==> src/rtl/eprom_rd_pkg.sv <==
`timescale 1ns/1ps
package eprom_rd_pkg;

    typedef enum logic [1:0] {
        PH_IDLE    = 2'd0,
        PH_ACCESS  = 2'd1,
        PH_RELEASE = 2'd2
    } phase_t;

    // nanoseconds to whole clock cycles, rounded up, never below one
    function automatic int ns_to_cycles(input int ns, input int period_ns);
        int r;
        r = (ns + period_ns - 1) / period_ns;
        if (r < 1) r = 1;
        return r;
    endfunction

    function automatic int int_max(input int a, input int b);
        return (a > b) ? a : b;
    endfunction

endpackage

==> src/rtl/eprom_rd_seq.sv <==
`timescale 1ns/1ps
module eprom_rd_seq
    import eprom_rd_pkg::*;
#(
    parameter int ADDR_W  = 18,
    parameter int TOTAL_C = 6,
    parameter int LEAD_C  = 3,
    parameter int DF_C    = 2
) (
    input  logic              clk,
    input  logic              rst,
    input  logic              req_valid,
    input  logic [ADDR_W-1:0] req_addr,
    output logic              req_ready,
    output logic [ADDR_W-1:0] mem_addr,
    output logic              mem_ce_n,
    output logic              mem_oe_n,
    output logic              sample
);
    localparam int CNT_W = $clog2(int_max(TOTAL_C, DF_C) + 1) + 1;
    localparam logic [CNT_W-1:0] LAST_ACC = CNT_W'(TOTAL_C - 1);
    localparam logic [CNT_W-1:0] LAST_REL = CNT_W'(DF_C - 1);
    localparam logic [CNT_W-1:0] OE_EDGE  = CNT_W'(int_max(LEAD_C, 1) - 1);
    localparam bit               OE_AT_START = (LEAD_C == 0);

    phase_t           phase;
    logic [CNT_W-1:0] cnt;

    assign req_ready = (phase == PH_IDLE);
    assign sample    = (phase == PH_ACCESS) && (cnt == LAST_ACC);

    always_ff @(posedge clk) begin
        if (rst) begin
            phase    <= PH_IDLE;
            cnt      <= '0;
            mem_addr <= '0;
            mem_ce_n <= 1'b1;
            mem_oe_n <= 1'b1;
        end else begin
            unique case (phase)
                PH_IDLE: begin
                    if (req_valid) begin
                        phase    <= PH_ACCESS;
                        cnt      <= '0;
                        mem_addr <= req_addr;
                        mem_ce_n <= 1'b0;
                        mem_oe_n <= !OE_AT_START;
                    end
                end
                PH_ACCESS: begin
                    cnt <= cnt + 1'b1;
                    if (!OE_AT_START && cnt == OE_EDGE)
                        mem_oe_n <= 1'b0;
                    if (cnt == LAST_ACC) begin
                        phase    <= PH_RELEASE;
                        cnt      <= '0;
                        mem_ce_n <= 1'b1;
                        mem_oe_n <= 1'b1;
                    end
                end
                PH_RELEASE: begin
                    cnt <= cnt + 1'b1;
                    if (cnt == LAST_REL)
                        phase <= PH_IDLE;
                end
                default: phase <= PH_IDLE;
            endcase
        end
    end

    AST_OE_UNDER_CE: assert property (@(posedge clk) disable iff (rst)
        !mem_oe_n |-> !mem_ce_n);
    AST_ADDR_HELD: assert property (@(posedge clk) disable iff (rst)
        (!mem_ce_n && $past(!mem_ce_n)) |-> $stable(mem_addr));
    AST_READY_BUS_IDLE: assert property (@(posedge clk) disable iff (rst)
        req_ready |-> (mem_ce_n && mem_oe_n));
    AST_TAKE_DROPS_READY: assert property (@(posedge clk) disable iff (rst)
        (req_valid && req_ready) |=> (!req_ready && !mem_ce_n));

endmodule

==> src/rtl/eprom_rd_capture.sv <==
`timescale 1ns/1ps
module eprom_rd_capture #(
    parameter int DATA_W = 8
) (
    input  logic              clk,
    input  logic              rst,
    input  logic              sample,
    input  logic [DATA_W-1:0] mem_dq,
    output logic [DATA_W-1:0] rd_data,
    output logic              rd_valid
);
    always_ff @(posedge clk) begin
        if (rst) begin
            rd_data  <= '0;
            rd_valid <= 1'b0;
        end else begin
            rd_valid <= sample;
            if (sample)
                rd_data <= mem_dq;
        end
    end

    AST_VALID_PULSE: assert property (@(posedge clk) disable iff (rst)
        rd_valid |=> !rd_valid);

endmodule

==> src/rtl/eprom_rd_ctrl.sv <==
`timescale 1ns/1ps
module eprom_rd_ctrl
    import eprom_rd_pkg::*;
#(
    parameter int ADDR_W        = 18,
    parameter int DATA_W        = 8,
    parameter int CLK_PERIOD_NS = 20,
    parameter int T_ACC_NS      = 120,
    parameter int T_CE_NS       = 120,
    parameter int T_OE_NS       = 50,
    parameter int T_DF_NS       = 40
) (
    input  logic              clk,
    input  logic              rst,
    input  logic              req_valid,
    input  logic [ADDR_W-1:0] req_addr,
    output logic              req_ready,
    output logic [DATA_W-1:0] rd_data,
    output logic              rd_valid,
    output logic [ADDR_W-1:0] mem_addr,
    output logic              mem_ce_n,
    output logic              mem_oe_n,
    input  logic [DATA_W-1:0] mem_dq
);
    // every limit rounded up to whole cycles
    localparam int ACC_C   = ns_to_cycles(T_ACC_NS, CLK_PERIOD_NS);
    localparam int CE_C    = ns_to_cycles(T_CE_NS,  CLK_PERIOD_NS);
    localparam int OE_C    = ns_to_cycles(T_OE_NS,  CLK_PERIOD_NS);
    localparam int DF_C    = ns_to_cycles(T_DF_NS,  CLK_PERIOD_NS);
    localparam int TOTAL_C = int_max(ACC_C, CE_C);
    localparam int LEAD_C  = int_max(TOTAL_C - OE_C, 0);

    logic sample;

    eprom_rd_seq #(
        .ADDR_W  (ADDR_W),
        .TOTAL_C (TOTAL_C),
        .LEAD_C  (LEAD_C),
        .DF_C    (DF_C)
    ) u_seq (
        .clk       (clk),
        .rst       (rst),
        .req_valid (req_valid),
        .req_addr  (req_addr),
        .req_ready (req_ready),
        .mem_addr  (mem_addr),
        .mem_ce_n  (mem_ce_n),
        .mem_oe_n  (mem_oe_n),
        .sample    (sample)
    );

    eprom_rd_capture #(
        .DATA_W (DATA_W)
    ) u_cap (
        .clk      (clk),
        .rst      (rst),
        .sample   (sample),
        .mem_dq   (mem_dq),
        .rd_data  (rd_data),
        .rd_valid (rd_valid)
    );

    AST_SAMPLE_RELEASES: assert property (@(posedge clk) disable iff (rst)
        rd_valid |-> (mem_ce_n && mem_oe_n));
    AST_RETURN_AFTER_ACCESS: assert property (@(posedge clk) disable iff (rst)
        rd_valid |-> !req_ready);

endmodule

==> config.mk <==
export PLATFORM = sky130hd
export DESIGN_NAME = eprom_rd_ctrl
export DESIGN_NICKNAME = d
export VERILOG_FILES = /design/src/rtl/eprom_rd_pkg.sv /design/src/rtl/eprom_rd_seq.sv /design/src/rtl/eprom_rd_capture.sv /design/src/rtl/eprom_rd_ctrl.sv
export SDC_FILE = /design/constraint.sdc
export NUM_CORES = 1
export LEC_CHECK = 0
export BUFFER_PORTS_ARGS = -buffer_cell sky130_fd_sc_hd__buf_2
export CELL_PAD_IN_SITES_DETAIL_PLACEMENT = 1
export CELL_PAD_IN_SITES_GLOBAL_PLACEMENT = 1
export CORE_MARGIN = 3
export CORE_UTILIZATION = 35
export CTS_BUF_LIST = sky130_fd_sc_hd__clkbuf_2
export DETAILED_ROUTE_END_ITERATION = 6
export GPL_TIMING_DRIVEN = 0
export PLACE_DENSITY_LB_ADDON = 0.08
export REMOVE_ABC_BUFFERS = 1
export SLEW_MARGIN = 10
export SYNTH_ARGS = -nofsm -noshare
export SYNTH_HDL_FRONTEND = slang
export SYNTH_SLANG_ARGS = --single-unit
==> constraint.sdc <==
create_clock -name clk -period 1.9 [get_ports clk]
set_clock_uncertainty 0.05 [all_clocks]
set_input_delay 0.285 -clock clk [delete_from_list [all_inputs] [get_ports clk]]
set_output_delay 0.285 -clock clk [all_outputs]
set_load 0.02 [all_outputs]
==> results of run 1 <==
-- cell usage in the layout (no fill, tap or decap), drive strengths merged, types with 2 or more instances in the layout --
master  synthesis  routed
a21oi          31      31
a31oi           2       2
buf             3      58
clkbuf          6       7
dfxtp          35      35
ha              8       8
inv             7       7
nand2          57      57
nand3           4       4
nand3b          2       2
nand4b          2       2
nor2            8       8
-- cells by family (layout without fill, tap and decap cells) --
family          after synthesis  in the layout
simple gates                 79             79
flops                        35             35
mux                           1              1
compound gates               42             42
fa+ha+maj                     8              8
buf+inv                      16             73
-- tightest hold or removal path, cell delays in order --
cell and delay, ps:
buf_2 90, nand2_1 40, a21oi_1 50
-- worst paths after layout --
check	depth (start not counted)	endpoint	slack, ps	start
worst max-delay path	6	u_seq.mem_oe_n$_SDFFE_PP1P_	90	u_seq.phase[1]$_SDFFE_PP0P_
worst min-delay path	3	u_seq.mem_addr[7]$_SDFFE_PP0P_	70	req_addr[7]
worst max register to register	6	u_seq.mem_oe_n$_SDFFE_PP1P_	90	u_seq.phase[1]$_SDFFE_PP0P_
worst min register to register	2	u_seq.mem_addr[5]$_SDFFE_PP0P_	420	u_seq.mem_addr[5]$_SDFFE_PP0P_
-- layer usage --
layer | GRT usage (%) | vias to the layer above | routed length, um
met4 | 7.66 | 0 | 74
met3 | 4.03 | 8 | 229
met5 | 0 | - | 0
met2 | 30.4 | 39 | 1960
li1 | - | 714 | -
met1 | 17.1 | 652 | 1570
-- final cells by class --
class	count	share of cell area [%]
clock buffers	7	1.88
flip-flops and latches	35	37.8
inverters	7	1.41
multi-input cells	130	39.8
well taps	48	3.23
repair buffers	58	15.6
clock inverters	1	0.269
-- registers in the layout (all words and copies together), names as in the netlist --
register        count
u_seq.mem_ce_n      1
u_cap.rd_data       8
u_seq.cnt           4
u_cap.rd_valid      1
u_seq.mem_oe_n      1
u_seq.mem_addr     18
u_seq.phase         2
-- power by group through the flow --
stage / combinational [mW] / sequential, mW / clock [mW]
after global routing: 0.344 / 0.804 / 0.395
after CTS: 0.309 / 0.798 / 0.351
after floorplan: 0.127 / 0.851 / 0
final: 0.308 / 0.798 / 0.335
after detailed placement: 0.284 / 0.811 / 0
after global placement: 0.272 / 0.808 / 0
==> impl_metrics.tcl, run 1 <==
set metrics [dict create \
    seqPwrFrac_pct 55.4 \
    num_rows 22 \
    dieArea_um2 4960 \
    synth-seq-cells 35 \
    nFillCells 501 \
    critPathRequiredTime_ps 2130 \
    clk_path_buf_depth 2 \
    stdcell_count 286 \
    synth_enable_flop_cells 0 \
    cts_sinks 35 \
    antenna_left 0 \
    final_core_util_pct 48.6 \
    numPlacedInstances 278 \
    synth_flop_cell "dfxtp_1" \
    syn_area_um2 1450 \
    cts_setup_buffers 0 \
    regArea_um2 703 \
    postLayoutCellArea_um2 1860 \
    outcome "complete, no violations" \
    core_area_um2 3830 \
    cp_top_family "simple AND/OR/NAND/NOR gates" \
    multi_input_area_um2 741 \
    die_w_um 70.4 \
    relSlewSlack_pct 56.8 \
    synthArstFlopShare_pct 0 \
    critical_path_class "register to register" \
    place_hpwl_um 2810 \
    gr-usage-all-layers_pct 16.4 \
    grt_pass1_wl_um 6510 \
    area_growth_pct 28.2 \
    numCtsBuffers 5 \
    max_stage_delay_ps 460 \
    synth_top_family_by_area "simple AND/OR/NAND/NOR gates" \
    swShare_pct 31.3 \
    p_leak_nw 0.814 \
    switchingPower_mw 0.451 \
    pwr-share-comb_pct 21.4 \
    yosys.area.top_type_share_pct 48.3 \
    yosys.area_share.simple_pct 23.6 \
    placed_cell_area_um2 1770 \
    synth-xor-area-share_pct 0 \
    h-tree-depth 2 \
    tightest_slew_ps 648 \
    max_cap_violations 0 \
    grt_pass1_vias 1496 \
    arrival_ps 2050 \
    hold_buffers 0 \
    p_clk_share_pct 23.2 \
    rsz0062_at_grt "false" \
    synth.most_common_cell "nand2_1" \
    post-route-min-period_ps 1810 \
    cts_tree "yes" \
    fin_ws_ps 86.1 \
    power.total_mw 1.44 \
    powerDensity_nw_per_um2 775 \
    nets 274 \
    avgSynthCellArea_um2 8.02 \
    grt_max_degree 37 \
    cp_slowest_cell "or4b_1" \
    seq_area_frac_synth_pct 48.3 \
    clock_latency_ps 370 \
    synth-compound-area-share_pct 16.4 \
    path_clk_slew_ps 170 \
    io_pins 59 \
    period_share_pct 95.5 \
    io_buffers 58 \
    fin_hold_ws_ps 66.6 \
    diodes 0 \
    cts_root_buffer "clkbuf_2" \
    hold_path_class "primary input to register" \
    antenna_found_initial 0 \
    start_kind "register" \
    synth_area_leaders "dfxtp_1 48%, nand2_1 15%, a21oi_1 11%" \
    routedWlPerCell_um 13.4 \
    cts_resized 9 \
    synth_common_cells "57 x nand2_1, 35 x dfxtp_1, 31 x a21oi_1" \
    slew_violations 0 \
    setup_viol 0 \
    synthMuxAreaShare_pct 0.690 \
    yosysTopAreaCell "dfxtp_1" \
    initial_utilization_pct 37.9 \
    cp_max_fo 20 \
    gr-total-overflow 0 \
    synthAdderAreaFrac_pct 6.90 \
    crit_buf_inv 1 \
    die_h_um 70.4 \
    vias_per_cell 4.94 \
    synthCells 181 \
    drive_gt1_share_pct 32.4 \
    vdd_drop_max_uv 319 \
    path_cells "inv_2 -> ha_4 -> nand2_8 -> o21a_1 -> or4b_1 -> a211o_1" \
    drc_errors 0 \
    place_congestion 0.803 \
    fmax_mhz 551 \
    synth_warnings 0 \
    totalNegativeSetupSlack_ps 0 \
    vias 1413 \
    drt_iter0_markers 61 \
    hold_viol 0 \
    yosysUniqueCellTypes 29 \
    pre_cts_slack_ps -422 \
    internal-power_mw 0.990 \
    end_kind "register" \
    first_pass_iters 4 \
    finalWirelength_um 3830 \
]
No activity file was read; power rests on OpenSTA's default activity.
==> run 2, diff against run 1 <==
ABC_AREA = 1   (was unset)
HOLD_SLACK_MARGIN = 0.1   (was unset)
==> impl_metrics.tcl, run 2 <==
set metrics [dict create \
    relSlewSlack_pct 44.9 \
    fin_hold_ws_ps 114 \
    synth_warnings 0 \
    max_cap_violations 0 \
    cp_max_fo 31 \
    synth_top_family_by_area "simple AND/OR/NAND/NOR gates" \
    clock_latency_ps 380 \
    regMostFlops "u_seq.mem_addr" \
    powerDensity_nw_per_um2 723 \
    busiest_layer "met2" \
    drt_iter0_markers 42 \
    synth-compound-area-share_pct 10.8 \
    fin_ws_ps 242 \
    largest_register_ffs 18 \
    path_clk_slew_ps 190 \
    grt_max_degree 32 \
    synth_area_leaders "dfxtp_1 47%, nor2_1 15%, o21ai_0 8.7%" \
    rsz0062_at_grt "false" \
    pre_cts_slack_ps -359 \
    final_cell_mix "58 x nor2_1, 58 x buf_2, 35 x dfxtp_1" \
    cts_tree "yes" \
    vdd_drop_max_uv 321 \
    yosys.area_share.simple_pct 28.8 \
    stdcell_count 330 \
    place_hpwl_um 2790 \
    antenna_left 0 \
    routedWlPerCell_um 12.8 \
    fmax_mhz 603 \
    seq_area_frac_synth_pct 46.8 \
    first_pass_iters 4 \
    synthArstFlopShare_pct 0 \
    setup_viol 0 \
    tightest_slew_ps 825 \
    io_buffers 58 \
    postLayoutCellArea_um2 2130 \
    totalNegativeSetupSlack_ps 0 \
    synthCells 194 \
    placed_cell_area_um2 1820 \
    core_area_um2 4060 \
    die_w_um 71.4 \
    syn_area_um2 1500 \
    io_pins 59 \
    dieArea_um2 5100 \
    clk_path_buf_depth 2 \
    post-route-min-period_ps 1660 \
    outcome "complete, no violations" \
    synth_flop_cell "dfxtp_1" \
    avgSynthCellArea_um2 7.71 \
    antenna_found_initial 0 \
    diodes 0 \
    grt_pass1_vias 1535 \
    nets 316 \
    synth-seq-cells 35 \
    synth_common_cells "58 x nor2_1, 35 x dfxtp_1, 26 x o21ai_0" \
    cts_root_buffer "clkbuf_2" \
    arrival_ps 1960 \
    gr-usage-met3_pct 3.51 \
    gr-total-overflow 0 \
    die_h_um 71.4 \
    cts_setup_buffers 0 \
    initial_utilization_pct 36.9 \
    slew_violations 0 \
    numCtsBuffers 5 \
    synth.most_common_cell "nor2_1" \
    power.total_mw 1.54 \
    gr-usage-met2_pct 31.2 \
    grt_pass1_wl_um 6980 \
    synthAdderAreaFrac_pct 6.69 \
    critical_path_class "primary input to register" \
    grt_use_met1_pct 19.7 \
    final_core_util_pct 52.5 \
    yosysUniqueCellTypes 23 \
    place_congestion 0.721 \
    yosysTopAreaCell "dfxtp_1" \
    start_kind "primary input" \
    hold_path_class "primary input to register" \
    cts_sinks 35 \
    p_leak_nw 1.08 \
    period_share_pct 87.3 \
    end_kind "register" \
    vias 1514 \
    h-tree-depth 2 \
    synth_enable_flop_cells 0 \
    num_rows 23 \
    drc_errors 0 \
    finalWirelength_um 4210 \
    vias_per_cell 4.59 \
    drive_gt1_share_pct 27.1 \
    area_growth_pct 42.4 \
    hold_viol 0 \
    synth-xor-area-share_pct 0.585 \
    critPathRequiredTime_ps 2200 \
    largestRegisters "u_seq.mem_addr: 18 flops, u_cap.rd_data: 8 flops, u_seq.cnt: 4 flops" \
    synthMuxAreaShare_pct 0 \
    gr-usage-all-layers_pct 17.4 \
    yosys.area.top_type_share_pct 46.8 \
    numPlacedInstances 296 \
]
==> run 2: changes by cell type after synthesis, sizes merged, moves of 2 or more <==
cell    before  now
a21oi       31    2
a31oi        2    0
clkbuf       6    4
inv          7   16
nand2       57   24
nand3        4   10
nand3b       2    0
nand4b       2    0
nor2         8   60
o21ai        1   27
==> run 2: cells by family (layout without fill, tap and decap cells) <==
group,Yosys count,count (layout)
AO/OA/AOI/OAI,31,31
XOR/XNOR,1,1
flip-flops,35,35
adder cells (fa/ha/maj),8,8
buffers and inverters,23,109
AND/OR/NAND/NOR,96,96
==> run 2: critical path: stages <==
cell	delay (ps)
dlygate4sd3_1	520
buf_2	160
inv_1	610
o21ai_0	230
nor2_1	130
==> run 2: timing repair <==
item / in CTS / in global routing
gates resized for setup: 2 / 1
hold endpoints to repair: 28 / 0
endpoints found under the setup margin: 18 / 14
cloned: 0 / 0
hold buffers: 26 / 0
==> run 2: final cells by class <==
type	count	area, um2
Clock buffer	6	30.0
Clock inverter	2	12.5
Fill cell	535	1930
Inverter	17	71.3
Multi-Input combinational cell	136	703
Sequential cell	35	701
Tap cell	50	62.6
Timing Repair Buffer	84	551
==> run 2: routing by layer <==
metal	share of wire (%)	up-vias
li1	-	783
met3	5.0	10
met1	42	684
met5	0	-
met4	2.2	0
met2	51	37
==> run 2: worst paths after layout <==
check	startpoint	end	slack [ps]	depth (start not counted)
max	rst	u_seq.mem_addr[4]$_SDFFE_PP0P_	240	5
min	req_addr[13]	u_seq.mem_addr[13]$_SDFFE_PP0P_	110	3
max reg2reg	u_seq.phase[0]$_SDFFE_PP0P_	u_seq.mem_ce_n$_SDFFE_PP1P_	270	6
min reg2reg	u_seq.mem_oe_n$_SDFFE_PP1P_	u_seq.mem_oe_n$_SDFFE_PP1P_	440	2
==> run 2: where the power goes <==
group / internal (mW) / total [mW] / switching (mW)
Combinational: 0.146 / 0.373 / 0.227
Sequential: 0.786 / 0.816 / 0.0297
Clock: 0.0938 / 0.352 / 0.258
Total: 1.03 / 1.54 / 0.515
==> run 3, diff against run 2 <==
ABC_AREA = unset   (was 1)
==> impl_metrics.tcl, run 3 (same netlist as run 1, synthesis figures left out) <==
set metrics [dict create \
    initial_utilization_pct 37.9 \
    totalNegativeSetupSlack_ps 0 \
    outcome "complete, no violations" \
    largestRegisters "u_seq.mem_addr: 18 flops, u_cap.rd_data: 8 flops, u_seq.cnt: 4 flops" \
    placed_cell_area_um2 1770 \
    routedWlPerCell_um 13.7 \
    diodes 0 \
    postLayoutCellArea_um2 2120 \
    seqPwrFrac_pct 53.7 \
    relSlewSlack_pct 55.4 \
    powerDensity_nw_per_um2 702 \
    nFillCells 472 \
    swShare_pct 31.1 \
    finalWirelength_um 4280 \
    r2r_start "u_seq.phase[1]$_SDFFE_PP0P_" \
    end_kind "register" \
    grt_pass1_wl_um 7350 \
    vias_per_cell 4.94 \
    path_cells "inv_2 -> ha_4 -> nand2_8 -> o21a_1 -> or4b_1 -> a211o_1" \
    grt_pass1_vias 1669 \
    numCtsBuffers 5 \
    switchingPower_mw 0.462 \
    final_cell_mix "58 x buf_2, 56 x nand2_1, 33 x dfxtp_1" \
    vdd_drop_max_uv 321 \
    num_rows 22 \
    io_buffers 58 \
    drt_iter0_markers 76 \
    hold_path_class "primary input to register" \
    fmax_mhz 549 \
    stdcell_count 312 \
    met1_length_um 1790 \
    r2r_slack_ps 80 \
    final_common_cell "buf_2" \
    die_h_um 70.4 \
    place_congestion 0.803 \
    path_clk_slew_ps 170 \
    holdCritStartpoint "req_valid" \
    fin_ws_ps 77.2 \
    drive_gt1_share_pct 29.2 \
    cts_sinks 35 \
    max_cap_violations 0 \
    period_share_pct 95.9 \
    dieArea_um2 4960 \
    r2r_cells 6 \
    core_area_um2 3830 \
    tightest_slew_ps 669 \
    first_pass_iters 4 \
    slew_violations 0 \
    gr-total-overflow 0 \
    start_kind "register" \
    post-route-min-period_ps 1820 \
    holdPathEnd "u_seq.mem_addr[6]$_SDFFE_PP0P_" \
    critical_path_class "register to register" \
    antenna_found_initial 0 \
    drc_errors 0 \
    rsz0062_at_grt "false" \
    h-tree-depth 2 \
    numPlacedInstances 278 \
    reg2reg_to "u_seq.mem_oe_n$_SDFFE_PP1P_" \
    arrival_ps 2060 \
    p_clk_share_pct 22.6 \
    io_pins 59 \
    antenna_left 0 \
    regArea_um2 703 \
    grt_max_degree 37 \
    vias 1542 \
    pwr-share-comb_pct 23.8 \
    power.total_mw 1.49 \
    holdPathStages 4 \
    nets 300 \
    largest_register_ffs 18 \
    final_core_util_pct 55.4 \
    regMostFlops "u_seq.mem_addr" \
    met3WireLength_um 181 \
    critPathRequiredTime_ps 2130 \
    internal-power_mw 1.03 \
    setup_viol 0 \
    cts_tree "yes" \
    clock_latency_ps 370 \
    fin_hold_ws_ps 290 \
    die_w_um 70.4 \
    place_hpwl_um 2810 \
    p_leak_nw 0.923 \
    cp_max_fo 20 \
    cts_setup_buffers 0 \
    pre_cts_slack_ps -422 \
    gr-usage-all-layers_pct 18.5 \
    clk_path_buf_depth 2 \
    cp_slowest_cell "or4b_1" \
    cts_root_buffer "clkbuf_2" \
    maxUsedRoutingLayer "met4" \
    multi_input_area_um2 741 \
    area_growth_pct 46.1 \
    max_stage_delay_ps 460 \
    met2WireLength_um 2200 \
    hold_viol 0 \
]
## run 3: layout make-up
cell class                 instances  share of cell area (%)
sequential                        35                    33.2
clock buffer                       7                    1.65
inverter                           7                    1.24
tap                               48                    2.83
multi-input combinational        130                    34.9
timing repair buffer              84                    26.0
clock inverter                     1                   0.236
## run 3: metal layers
layer / track usage, % / vias to the layer above
met3: 4.03 / 12
met1: 19.4 / 719
li1: - / 767
met5: 0 / -
met4: 8.94 / 0
met2: 34.4 / 44
## run 3: what timing repair did
action / CTS / global route
hold buffers: 26 / 0
setup endpoints to repair: 1 / 3
hold endpoints to repair: 26 / 0
resized for setup: 9 / 4
cloned: 0 / 0
## run 3: worst max-delay path by stage
stage	startpoint	endpoint	slack [ps]
floorplan	u_seq.phase[0]$_SDFFE_PP0P_	u_seq.mem_oe_n$_SDFFE_PP1P_	-270
finish	u_seq.phase[1]$_SDFFE_PP0P_	u_seq.mem_oe_n$_SDFFE_PP1P_	80
detailed placement	u_seq.phase[0]$_SDFFE_PP0P_	u_seq.mem_oe_n$_SDFFE_PP1P_	-420
global route	u_seq.phase[1]$_SDFFE_PP0P_	u_seq.mem_oe_n$_SDFFE_PP1P_	1
CTS	u_seq.cnt[0]$_SDFFE_PP0P_	u_seq.phase[0]$_SDFFE_PP0P_	9
global placement	u_seq.phase[1]$_SDFFE_PP0P_	u_seq.mem_oe_n$_SDFFE_PP1P_	-340
## run 3: worst max-delay path, delay by kind of cell (launching register included)
kind	cells	cell delay [ps]
AOI/OAI and AO/OA	2	430
buffers and inverters	1	100
and+or+nand+nor	2	580
DFF	1	380
adders and majority gates	1	190
## run 3: power groups by stage
stage,sequential (mW),combinational [mW],clock [mW]
6_report,0.798,0.354,0.336
2_1_floorplan,0.851,0.127,0
4_1_cts,0.798,0.350,0.351
3_5_place_dp,0.811,0.284,0
5_1_grt,0.804,0.392,0.395
3_3_place_gp,0.808,0.272,0
